**src/rtl/fp8dot_pkg.sv**
```systemverilog
// Package: shared constants and types of the FP8 pair dot-product lane.
// Assumes a fixed-point frame whose bit 0 weighs 2^-LSB_POS; every
// representable product and accumulator value lands exactly in that frame.
package fp8dot_pkg;
    localparam int N_PAIRS    = 2;
    localparam int F8_W       = 8;
    localparam int F16_W      = 16;
    localparam int FRAC16_W   = 10;
    localparam int EXP16_W    = 5;
    localparam int SCL_W      = 4;
    localparam int MANT8_W    = 4;
    localparam int EOFF8_W    = 5;
    localparam int F8_EXP_MIN = -16;            // smallest byte exponent (wide format subnormal)
    localparam int EOFF_MAX   = 29;             // largest byte exponent minus F8_EXP_MIN
    localparam int SCL_MAX    = (1 << SCL_W) - 1;
    localparam int LSB_POS    = -2 * F8_EXP_MIN + SCL_MAX;      // 47
    localparam int PROD_BIAS  = LSB_POS + 2 * F8_EXP_MIN;       // 15
    localparam int PSH_W      = 7;
    localparam int MAG_W      = 2 * EOFF_MAX + PROD_BIAS + 2 * MANT8_W + 1;
    localparam int SUM_W      = MAG_W + $clog2(N_PAIRS + 1) + 1;
    localparam int POS_W      = $clog2(SUM_W);
    localparam int SUB_LSB    = LSB_POS - 24;   // frame bit of FP16 subnormal LSB
    localparam int NORM_MIN_P = SUB_LSB + FRAC16_W;
    localparam int ENC_W      = 17;

    localparam logic [F16_W-1:0] QNAN16 = 16'h7E00;
    localparam logic [F16_W-1:0] INF16  = 16'h7C00;
    localparam logic [F16_W-1:0] MAXF16 = 16'h7BFF;

    typedef enum logic [1:0] {
        RM_RNE = 2'd0,
        RM_UP  = 2'd1,
        RM_DN  = 2'd2,
        RM_RZ  = 2'd3
    } rmode_e;

    typedef struct packed {
        logic                 nan;
        logic                 inf;
        logic                 zero;
        logic                 sgn;
        logic [MANT8_W-1:0]   mant;
        logic [EOFF8_W-1:0]   eoff;
    } f8_unp_t;

    typedef struct packed {
        logic                 nan;
        logic                 inf;
        logic                 zero;
        logic                 sgn;
        logic [MAG_W-1:0]     mag;
    } term_t;
endpackage

```
**src/rtl/f8_unpack.sv**
```systemverilog
// Module: f8_unpack
// Splits one 8-bit float into class flags, sign, integer mantissa and a
// non-negative exponent offset (exponent - F8_EXP_MIN), so that
// value = mant * 2^(eoff + F8_EXP_MIN). Assumes fmt_sel 0 = 4/3 layout
// bias 7, fmt_sel 1 = 5/2 layout bias 15. Purely combinational.
module f8_unpack
    import fp8dot_pkg::*;
(
    input  logic [F8_W-1:0] code,
    input  logic            fmt_sel,
    output f8_unp_t         unp
);
    localparam logic [EOFF8_W-1:0] NAR_SUB_EOFF = EOFF8_W'(-9 - F8_EXP_MIN);
    localparam logic [EOFF8_W-1:0] NAR_ADJ      = EOFF8_W'(-10 - F8_EXP_MIN);
    localparam logic [EOFF8_W-1:0] WID_ADJ      = EOFF8_W'(-(-17 - F8_EXP_MIN));

    logic [3:0] e_nar;
    logic [2:0] f_nar;
    logic [4:0] e_wid;
    logic [1:0] f_wid;

    assign e_nar = code[6:3];
    assign f_nar = code[2:0];
    assign e_wid = code[6:2];
    assign f_wid = code[1:0];

    // Decode the byte according to the selected layout.
    always_comb begin
        unp     = '0;
        unp.sgn = code[F8_W-1];
        if (!fmt_sel) begin
            if (e_nar == 4'hF && f_nar == 3'h7) begin
                unp.nan = 1'b1;
            end else if (e_nar == 4'h0) begin
                unp.mant = {1'b0, f_nar};
                unp.eoff = NAR_SUB_EOFF;
            end else begin
                unp.mant = {1'b1, f_nar};
                unp.eoff = EOFF8_W'(e_nar) + NAR_ADJ;
            end
        end else begin
            if (e_wid == 5'h1F) begin
                unp.nan = (f_wid != 2'b00);
                unp.inf = (f_wid == 2'b00);
            end else if (e_wid == 5'h00) begin
                unp.mant = {2'b00, f_wid};
                unp.eoff = '0;
            end else begin
                unp.mant = {2'b01, f_wid};
                unp.eoff = e_wid - WID_ADJ;
            end
        end
        unp.zero = !unp.nan && !unp.inf && (unp.mant == '0);
    end
endmodule

```
**src/rtl/f8_product.sv**
```systemverilog
// Module: f8_product
// Multiplies two unpacked bytes exactly and places the product, already
// divided by 2^scale, into the common fixed-point frame. Flags inf*0 and
// NaN operands as an invalid (NaN) term. Purely combinational.
module f8_product
    import fp8dot_pkg::*;
(
    input  f8_unp_t          a,
    input  f8_unp_t          b,
    input  logic [SCL_W-1:0] scale,
    output term_t            term
);
    logic [2*MANT8_W-1:0] prod;
    logic [PSH_W-1:0]     shamt;

    // Exact integer product and its frame position.
    always_comb begin
        prod  = a.mant * b.mant;
        shamt = PSH_W'(a.eoff) + PSH_W'(b.eoff) + PSH_W'(PROD_BIAS) - PSH_W'(scale);
    end

    // Classify the product and align its magnitude.
    always_comb begin
        term.sgn  = a.sgn ^ b.sgn;
        term.nan  = a.nan | b.nan | (a.inf & b.zero) | (b.inf & a.zero);
        term.inf  = (a.inf | b.inf) & ~term.nan;
        term.zero = (a.zero | b.zero) & ~term.nan & ~term.inf;
        if (term.nan || term.inf) term.mag = '0;
        else                      term.mag = MAG_W'(prod) << shamt;
    end
endmodule

```
**src/rtl/f8dot_combine.sv**
```systemverilog
// Module: f8dot_combine
// Decodes the FP16 accumulator, sums it with all product terms exactly in
// two's complement, and resolves NaN, infinity and exact-zero outcomes.
// When special_hit is low, sum_sgn/sum_mag carry the non-zero exact sum.
module f8dot_combine
    import fp8dot_pkg::*;
(
    input  term_t              terms [N_PAIRS],
    input  logic [F16_W-1:0]   acc_word,
    input  rmode_e             rm,
    output logic               special_hit,
    output logic [F16_W-1:0]   special_word,
    output logic               sum_sgn,
    output logic [SUM_W-1:0]   sum_mag
);
    logic [EXP16_W-1:0]  acc_e;
    logic [FRAC16_W-1:0] acc_f;
    logic                acc_nan, acc_inf, acc_zero, acc_sgn;
    logic [FRAC16_W:0]   acc_mant;
    logic [POS_W-1:0]    acc_sh;
    logic [SUM_W-1:0]    acc_mag;
    logic [SUM_W-1:0]    total;
    logic                any_nan, pos_inf, neg_inf;
    logic                all_zero, all_neg, all_pos, zero_sgn;

    assign acc_e   = acc_word[F16_W-2 -: EXP16_W];
    assign acc_f   = acc_word[FRAC16_W-1:0];
    assign acc_sgn = acc_word[F16_W-1];

    // Classify and align the accumulator into the frame.
    always_comb begin
        acc_nan  = (acc_e == '1) && (acc_f != '0);
        acc_inf  = (acc_e == '1) && (acc_f == '0);
        acc_zero = (acc_e == '0) && (acc_f == '0);
        acc_mant = {(acc_e != '0), acc_f};
        acc_sh   = (acc_e == '0) ? POS_W'(SUB_LSB) : POS_W'(acc_e) + POS_W'(SUB_LSB - 1);
        acc_mag  = (acc_e == '1) ? '0 : SUM_W'(acc_mant) << acc_sh;
    end

    // Exact signed sum of all terms and collection of class flags.
    always_comb begin
        total    = acc_sgn ? -acc_mag : acc_mag;
        any_nan  = acc_nan;
        pos_inf  = acc_inf & ~acc_sgn;
        neg_inf  = acc_inf & acc_sgn;
        all_zero = acc_zero;
        all_neg  = acc_sgn;
        all_pos  = ~acc_sgn;
        for (int k = 0; k < N_PAIRS; k++) begin
            total    = total + (terms[k].sgn ? -SUM_W'(terms[k].mag) : SUM_W'(terms[k].mag));
            any_nan  = any_nan | terms[k].nan;
            pos_inf  = pos_inf | (terms[k].inf & ~terms[k].sgn);
            neg_inf  = neg_inf | (terms[k].inf & terms[k].sgn);
            all_zero = all_zero & terms[k].zero;
            all_neg  = all_neg & terms[k].sgn;
            all_pos  = all_pos & ~terms[k].sgn;
        end
    end

    // Sign of an exact zero: unanimous zero signs win, else mode decides.
    always_comb begin
        if (all_zero && all_neg)      zero_sgn = 1'b1;
        else if (all_zero && all_pos) zero_sgn = 1'b0;
        else                          zero_sgn = (rm == RM_DN);
    end

    // Pick a special encoding or hand the finite sum to the rounder.
    always_comb begin
        special_hit  = 1'b1;
        special_word = '0;
        if (any_nan || (pos_inf && neg_inf)) begin
            special_word = QNAN16;
        end else if (pos_inf || neg_inf) begin
            special_word = {neg_inf, INF16[F16_W-2:0]};
        end else if (total == '0) begin
            special_word = {zero_sgn, {(F16_W-1){1'b0}}};
        end else begin
            special_hit = 1'b0;
        end
        sum_sgn = total[SUM_W-1];
        sum_mag = sum_sgn ? -total : total;
    end
endmodule

```
**src/rtl/f16_round.sv**
```systemverilog
// Module: f16_round
// Rounds a non-zero exact frame magnitude to FP16 once, under the chosen
// mode, covering subnormals and overflow. Assumes mag != 0.
module f16_round
    import fp8dot_pkg::*;
(
    input  logic [SUM_W-1:0] mag,
    input  logic             sgn,
    input  rmode_e           rm,
    output logic [F16_W-1:0] word
);
    logic [POS_W-1:0]     lead;
    logic [POS_W-1:0]     lsb;
    logic [SUM_W-1:0]     kept, below, low_mask;
    logic [FRAC16_W+1:0]  q;
    logic                 guard, sticky, inc, to_inf;
    logic [ENC_W-1:0]     enc;

    // Position of the leading one.
    always_comb begin
        lead = '0;
        for (int i = 0; i < SUM_W; i++) begin
            if (mag[i]) lead = POS_W'(i);
        end
    end

    // Choose the result LSB (normal or fixed subnormal) and split the bits.
    always_comb begin
        lsb      = (lead >= POS_W'(NORM_MIN_P)) ? lead - POS_W'(FRAC16_W) : POS_W'(SUB_LSB);
        kept     = mag >> lsb;
        below    = mag >> (lsb - POS_W'(1));
        low_mask = (SUM_W'(1) << (lsb - POS_W'(1))) - SUM_W'(1);
        q        = kept[FRAC16_W+1:0];
        guard    = below[0];
        sticky   = |(mag & low_mask);
    end

    // Rounding increment for the selected mode.
    always_comb begin
        unique case (rm)
            RM_RNE:  inc = guard & (sticky | q[0]);
            RM_UP:   inc = ~sgn & (guard | sticky);
            RM_DN:   inc = sgn & (guard | sticky);
            default: inc = 1'b0;
        endcase
    end

    // Encode; a mantissa carry flows into the exponent field naturally.
    always_comb begin
        enc    = ((ENC_W'(lsb) - ENC_W'(SUB_LSB)) << FRAC16_W) + ENC_W'(q) + ENC_W'(inc);
        to_inf = (rm == RM_RNE) | ((rm == RM_UP) & ~sgn) | ((rm == RM_DN) & sgn);
        if (enc >= ENC_W'(INF16)) begin
            word = {sgn, to_inf ? INF16[F16_W-2:0] : MAXF16[F16_W-2:0]};
        end else begin
            word = {sgn, enc[F16_W-2:0]};
        end
    end
endmodule

```
**src/rtl/fp8_pair_dot_acc.sv**
```systemverilog
// Module: fp8_pair_dot_acc (top)
// One lane: result = round(acc_in + 2^-scale * sum of byte-pair products),
// rounded once. Byte k of op_a pairs with byte k of op_b. With OUT_REG=1
// the result is registered (one cycle, synchronous active-low reset).
module fp8_pair_dot_acc
    import fp8dot_pkg::*;
#(
    parameter bit OUT_REG = 1'b1
) (
    input  logic                 clk,
    input  logic                 rst_n,
    input  logic [F16_W-1:0]     op_a,
    input  logic [F16_W-1:0]     op_b,
    input  logic [F16_W-1:0]     acc_in,
    input  logic                 fmt_a,
    input  logic                 fmt_b,
    input  logic [SCL_W-1:0]     scale,
    input  logic [1:0]           rmode,
    output logic [F16_W-1:0]     result
);
    f8_unp_t           ua [N_PAIRS];
    f8_unp_t           ub [N_PAIRS];
    term_t             terms [N_PAIRS];
    logic              spec_hit, s_sgn;
    logic [F16_W-1:0]  spec_word, rnd_word, next_res;
    logic [SUM_W-1:0]  s_mag;
    rmode_e            rm;

    assign rm = rmode_e'(rmode);

    for (genvar k = 0; k < N_PAIRS; k++) begin : g_pair
        f8_unpack u_unp_a (.code(op_a[k*F8_W +: F8_W]), .fmt_sel(fmt_a), .unp(ua[k]));
        f8_unpack u_unp_b (.code(op_b[k*F8_W +: F8_W]), .fmt_sel(fmt_b), .unp(ub[k]));
        f8_product u_prod (.a(ua[k]), .b(ub[k]), .scale(scale), .term(terms[k]));
    end

    f8dot_combine u_comb (
        .terms(terms), .acc_word(acc_in), .rm(rm),
        .special_hit(spec_hit), .special_word(spec_word),
        .sum_sgn(s_sgn), .sum_mag(s_mag)
    );

    f16_round u_rnd (.mag(s_mag), .sgn(s_sgn), .rm(rm), .word(rnd_word));

    // Final selection between special outcomes and the rounded sum.
    always_comb next_res = spec_hit ? spec_word : rnd_word;

    if (OUT_REG) begin : g_reg
        logic [F16_W-1:0] res_q;
        logic             in_nan, in_inf, prods_zero, acc_fin_nz;

        // Output register.
        always_ff @(posedge clk) begin
            if (!rst_n) res_q <= '0;
            else        res_q <= next_res;
        end
        assign result = res_q;

        // Input class summary used only by the assertions below.
        always_comb begin
            in_nan     = (acc_in[14:10] == 5'h1F) && (acc_in[9:0] != '0);
            in_inf     = (acc_in[14:10] == 5'h1F) && (acc_in[9:0] == '0);
            acc_fin_nz = (acc_in[14:10] != 5'h1F) && (acc_in[14:0] != '0);
            prods_zero = 1'b1;
            for (int k = 0; k < N_PAIRS; k++) begin
                in_nan     = in_nan | ua[k].nan | ub[k].nan;
                in_inf     = in_inf | ua[k].inf | ub[k].inf;
                prods_zero = prods_zero & terms[k].zero;
            end
        end

        assert_reset_clears_R9: assert property (@(posedge clk) disable iff (!rst_n)
            !$past(rst_n) |-> result == '0);
        assert_nan_input_default_R6: assert property (@(posedge clk) disable iff (!rst_n)
            ($past(rst_n) && $past(in_nan)) |-> result == QNAN16);
        assert_finite_never_nan_R6: assert property (@(posedge clk) disable iff (!rst_n)
            ($past(rst_n) && $past(!in_nan && !in_inf)) |->
            !(result[14:10] == 5'h1F && result[9:0] != '0));
        assert_rz_never_inf_R5: assert property (@(posedge clk) disable iff (!rst_n)
            ($past(rst_n) && $past(!in_nan && !in_inf && rmode == 2'd3)) |->
            result[14:0] != INF16[14:0]);
        assert_zero_products_keep_acc_R1: assert property (@(posedge clk) disable iff (!rst_n)
            ($past(rst_n) && $past(prods_zero && acc_fin_nz)) |-> result == $past(acc_in));
        assert_pos_inf_acc_R7: assert property (@(posedge clk) disable iff (!rst_n)
            ($past(rst_n) && $past(acc_in == INF16 && !in_nan && prods_zero)) |->
            result == INF16);
    end else begin : g_comb
        assign result = next_res;
    end
endmodule

```
**config.mk**
```make
export PLATFORM = sky130hd
export DESIGN_NAME = fp8_pair_dot_acc
export DESIGN_NICKNAME = d
export VERILOG_FILES = /design/src/rtl/fp8dot_pkg.sv /design/src/rtl/f8_unpack.sv /design/src/rtl/f8_product.sv /design/src/rtl/f8dot_combine.sv /design/src/rtl/f16_round.sv /design/src/rtl/fp8_pair_dot_acc.sv
export SDC_FILE = /design/constraint.sdc
export NUM_CORES = 2
export LEC_CHECK = 0
export BUFFER_PORTS_ARGS = -buffer_cell sky130_fd_sc_hd__buf_2
export CORE_AREA = 2 2 215 375
export DETAILED_ROUTE_END_ITERATION = 8
export DIE_AREA = 0 0 217 377
export GPL_TIMING_DRIVEN = 0
export PLACE_DENSITY = 0.65
export SKIP_LAST_GASP = 1
export SLEW_MARGIN = 20
export SYNTH_ARGS = -nofsm -noshare
export SYNTH_HDL_FRONTEND = slang
export SYNTH_SLANG_ARGS = --single-unit
```
**constraint.sdc**
```tcl
create_clock -name clk -period 38.1 [get_ports clk]
set_input_delay 7.62 -clock clk [delete_from_list [all_inputs] [get_ports clk]]
set_output_delay 7.62 -clock clk [all_outputs]
set_load 0.02 [all_outputs]
```
==> flow_metrics.py, run 1 <==
metrics = {
    "floorplan": {
        "rows": 136,
        "die_x_microns": 217,
        "initial_utilization_pct": 49.8,
        "count_of_pins_on_the_block_boundary": 74,
        "chipHeight_microns": 377,
    },
    "status": {
        "stop_stage": "5_1_grt",
        "stop_error": "[ERROR GRT-0116] Global routing finished with congestion. Check the congestion regions in the DRC Viewer.",
        "run_status": "aborted with a tool error",
    },
    "synthesis": {
        "synth_enable_flop_cells": 0,
        "synth_cell_type_count": 128,
        "synth_sequential_area_ratio_pct": 0.819,
        "ys.flop_type": "sky130_fd_sc_hd__dfxtp_1",
        "synth.cell_area_sq_um": 39100,
        "warnings_synthesis": 0,
        "synth_seq_cells": 16,
        "postSynthAreaPerCell_sq_um": 6.33,
        "number_of_instances_in_the_synthesized_netlist": 6175,
        "ys_async_sr_fraction_pct": 0,
    },
    "grt": {
        "grt_first_pass_wirelength_mm": 487,
        "number_of_global_route_vias_before_repair": 60800,
        "grt_util_all_layers_pct": 78.5,
        "overflow": 2006,
        "grt_start_max_net_pins": 22,
    },
    "placed_design": {
        "dpl.hpwl_mm": 213,
        "placed_cell_area_sq_um": 41300,
        "dp_slack_ns": -0.844,
        "portBuffers": 65,
        "dpl.cell_count": 7305,
        "globalplace.congestion": 1.32,
    },
    "clock_network": {
        "cts-buffers-inserted": 3,
        "htree_depth": 1,
        "clockRootBuffer": "sky130_fd_sc_hd__clkbuf_16",
        "ctsLongestPathBuffers": 2,
        "clock-sinks": 16,
        "cts_hold_buf": 0,
    },
}
-- cells in the mapped netlist, drive strengths merged (24+ instances only) --
| cell | number | area, sq um |
|---|---|---|
| nand2 | 716 | 2700 |
| nor2 | 685 | 2570 |
| o21ai | 530 | 2660 |
| a21oi | 473 | 2370 |
| inv | 275 | 1030 |
| clkbuf | 232 | 871 |
| nand3 | 224 | 1120 |
| xnor2 | 223 | 1980 |
| nor3 | 211 | 1080 |
| ha | 180 | 2250 |
| a31oi | 148 | 926 |
| buf | 137 | 895 |
| xor2 | 137 | 1200 |
| o211ai | 126 | 946 |
| and2 | 103 | 644 |
| a211oi | 102 | 798 |
| a21o | 102 | 766 |
| fa | 97 | 1940 |
| o22ai | 81 | 513 |
| nand4 | 75 | 469 |
| and3 | 74 | 463 |
| nor4 | 67 | 450 |
| or3 | 67 | 419 |
| mux2i | 66 | 661 |
| o31ai | 64 | 495 |
| a22oi | 57 | 433 |
| nand2b | 53 | 332 |
| o21a | 48 | 360 |
| nor2b | 46 | 295 |
| or2 | 46 | 288 |
| a21boi | 38 | 285 |
| o2111ai | 38 | 339 |
| a32oi | 35 | 307 |
| a2111oi | 31 | 293 |
| a211o | 29 | 254 |
| and4 | 28 | 245 |
| mux2 | 27 | 308 |
| a31o | 26 | 228 |
| o32ai | 26 | 228 |
| or4 | 25 | 188 |
| a221oi | 24 | 235 |
| mux4 | 24 | 541 |
-- per-stage QoR --
stage / utilization, % / hold WS, ns
2_1_floorplan: - / 7.76
3_3_place_gp: 51.8 / 7.94
3_5_place_dp: 52.5 / 7.95
4_1_cts: 52.6 / 7.69
-- metal layers --
layer | GRT overflow | global-route usage, %
met5 | 0 | 16.6
met4 | 532 | 89.6
met3 | 14 | 55.8
met2 | 1440 | 103
met1 | 20 | 73.2
-- what timing repair did --
action | CTS
gates resized for setup | 2
setup buffers | 0
setup endpoints to repair | 13
-- logic make-up after synthesis --
logic type	after synthesis	synth area share, %
other	2	0.0192
AOI/OAI and AO/OA	2252	38.4
DFF	16	0.819
xor gates and xnor gates	363	8.30
adders and majority gates	277	10.7
muxes	117	3.86
and+or+nand+nor	2500	30.6
buffers and inverters	648	7.20
==> inputs of run 2 (changes only) <==
CORE_AREA = 2 2 338 340   (was 2 2 215 375)
DIE_AREA = 0 0 340 342   (was 0 0 217 377)
PLACE_DENSITY = default   (was 0.65)
PLACE_DENSITY_LB_ADDON = 0.15   (was default)
==> flow_metrics.py, run 2 <==
metrics = {
    "clock_network": {
        "clockRootBuffer": "sky130_fd_sc_hd__clkbuf_16",
        "htree_depth": 1,
        "cts-buffers-inserted": 3,
        "clock-sinks": 16,
        "cts_tree": "built",
        "ctsLongestPathBuffers": 2,
        "worst_setup_hold_path_clk_slew_ns": 0.05,
        "cts_hold_buf": 0,
    },
    "worst_hold_path": {
        "holdPathStages": 2,
        "min_path_type": "in -> reg",
        "holdCritStartpoint": "rst_n",
    },
    "layout": {
        "final-instance-count-excl-fill": 7807,
        "relative_area_change_from_synthesis_to_final_layout_pct": 8.19,
        "area_used_by_multi_input_combinational_logic_sq_um": 36500,
        "final_common_cell": "sky130_fd_sc_hd__nand2_1",
        "fillers": 12600,
        "sequential_cell_area_sq_um": 320,
        "most-common-layout-cells": "712 x sky130_fd_sc_hd__nand2_1, 682 x sky130_fd_sc_hd__nor2_1, 505 x sky130_fd_sc_hd__o21ai_0, 469 x sky130_fd_sc_hd__a21oi_1, 273 x sky130_fd_sc_hd__inv_1",
        "largest_register_ffs": 16,
        "post-route-cell-area_sq_um": 42300,
        "drive_above_1_share_pct": 7.91,
        "num-nets-final": 6620,
    },
    "synthesis": {
        "ys.flop_type": "sky130_fd_sc_hd__dfxtp_1",
        "most_numerous_cell_in_the_yosys_netlist": "sky130_fd_sc_hd__nand2_1",
        "netlist.area_leader.share_pct": 6.83,
        "synthTopCellsByCount": "712 x sky130_fd_sc_hd__nand2_1, 684 x sky130_fd_sc_hd__nor2_1, 512 x sky130_fd_sc_hd__o21ai_0",
        "ys_async_sr_fraction_pct": 0,
        "yosys-top-cells-area": "sky130_fd_sc_hd__nand2_1 6.8%, sky130_fd_sc_hd__nor2_1 6.6%, sky130_fd_sc_hd__o21ai_0 6.6%",
        "synth_sequential_area_ratio_pct": 0.819,
        "synth_cell_type_count": 128,
        "synth_seq_cells": 16,
        "synth_largest_area_cell": "sky130_fd_sc_hd__nand2_1",
        "number_of_instances_in_the_synthesized_netlist": 6175,
        "synth.cell_area_sq_um": 39100,
        "synth_enable_flop_cells": 0,
        "warnings_synthesis": 0,
        "postSynthAreaPerCell_sq_um": 6.33,
    },
    "grt": {
        "grt_first_pass_wirelength_mm": 366,
        "antenna_violations_before_repair": 10,
        "number_of_global_route_vias_before_repair": 49000,
        "grt_util_all_layers_pct": 42.7,
        "overflow": 0,
        "grt_start_max_net_pins": 13,
    },
    "routing": {
        "detail_route.iter0.violations": 7927,
        "drt-pass1-iter-count": 9,
        "detail-route-antenna-nets": 0,
        "drt-wirelength-per-cell_microns": 33.2,
        "post_drt_via_cell_ratio": 6.83,
        "drc": 0,
        "detailroute.via_count": 53300,
        "drt-total-wl_mm": 259,
    },
    "placed_design": {
        "globalplace.congestion": 1.08,
        "portBuffers": 65,
        "placed_cell_area_sq_um": 42000,
        "dpl.hpwl_mm": 212,
        "dpl.cell_count": 7787,
    },
    "floorplan": {
        "chipHeight_microns": 342,
        "rows": 124,
        "die_area_sq_um": 116000,
        "initial_utilization_pct": 34.6,
        "core-area_sq_um": 113000,
        "count_of_pins_on_the_block_boundary": 74,
        "die_x_microns": 340,
    },
    "run": {
        "drv.max_cap_violation_count": 0,
    },
    "sta": {
        "finalWorstPathRequiredPeriod_ns": 37.20,
        "drv_slew": 0,
        "grt_setup_unrepaired": "false",
        "fin_setup_tns_ns": 0,
        "max_freq_ghz": 0.0269,
        "timing.final.hold_violations": 0,
        "post-route-period-util_pct": 97.6,
        "worst-slew-pin-transition_ns": 1.36,
        "report.final.setup_viol": 0,
        "normalized_max_slew_margin_pct": 8.48,
    },
    "critical_path": {
        "cpMaxStageDelayCell": "sky130_fd_sc_hd__xor2_1",
        "critPathCaptureType": "flip-flop",
        "critical_path_peak_fanout": 10,
        "timing.critical_path.from_type": "input pin",
        "timing.critical_path.arrival_ns": 37.33,
        "worst_path_largest_cell_delay_ns": 0.87,
        "crit_top_cell": "sky130_fd_sc_hd__nand2_1",
        "worst-endpoint-required_ns": 38.24,
        "timing.critical_path.from": "fmt_b",
        "crit_type": "in -> reg",
    },
    "status": {
        "run_status": "completed",
    },
}
-- run 2: metrics by stage --
stage                     hold WS [ns]  utilization [%]  setup slack (ns)
after floorplan                   7.76                -              8.59
after CTS                         7.68             37.2            0.0150
final                             7.69             37.4             0.901
after detailed placement          7.95             37.1            -0.109
after global routing              7.70             37.4             0.136
after global placement            7.95             36.6             -2.62
-- run 2: area by class of cell --
| cell class | count | area share [%] |
|---|---|---|
| flip-flops and latches | 16 | 0.757 |
| diodes | 11 | 0.0651 |
| inverters | 279 | 2.48 |
| multi-input cells | 5515 | 86.3 |
| repair buffers | 103 | 1.49 |
| well taps | 1512 | 4.47 |
| clock buffers | 4 | 0.210 |
| plain buffers | 367 | 4.18 |
-- run 2: kinds of logic (layout without fill, tap and decap cells) --
kind of cell / count (synthesis) / count (layout) / share of synthesized area [%]
DFF: 16 / 16 / 0.819
other: 2 / 17 / 0.0192
adders and majority gates: 277 / 277 / 10.7
AOI/OAI and AO/OA: 2252 / 2252 / 38.4
and+or+nand+nor: 2500 / 2500 / 30.6
xor gates and xnor gates: 363 / 363 / 8.30
muxes: 117 / 117 / 3.86
buffers and inverters: 648 / 753 / 7.20
-- run 2: repair_timing --
action | 4_1_cts | 5_1_grt
endpoints found under the setup margin | 0 | 15
resized for setup | 0 | 21
buffers inserted | 0 | 1
-- run 2: per-layer routing --
metal,vias up,wire (microns),GRT usage [%]
met3,994,24700,9.40
met5,-,51,0.204
met2,3678,111000,66.8
met4,8,27800,36.2
li1,23400,-,-
met1,25300,95400,49.8
-- run 2: worst paths after layout --
check,to
worst min-delay path,result[14]
worst max-delay path,result[9]
-- run 2: critical path, delay by kind of cell --
kind / cells / cell delay, ns
fa+ha+maj: 9 / 3.63
compound gates: 33 / 10.75
simple gates: 33 / 9.66
xor+xnor: 3 / 1.59
buf+inv: 17 / 3.63
mux: 2 / 0.41
Power of run 2 is not shown: default switching activity piles up to over one toggle a cycle in this logic, so the estimate is an artifact.
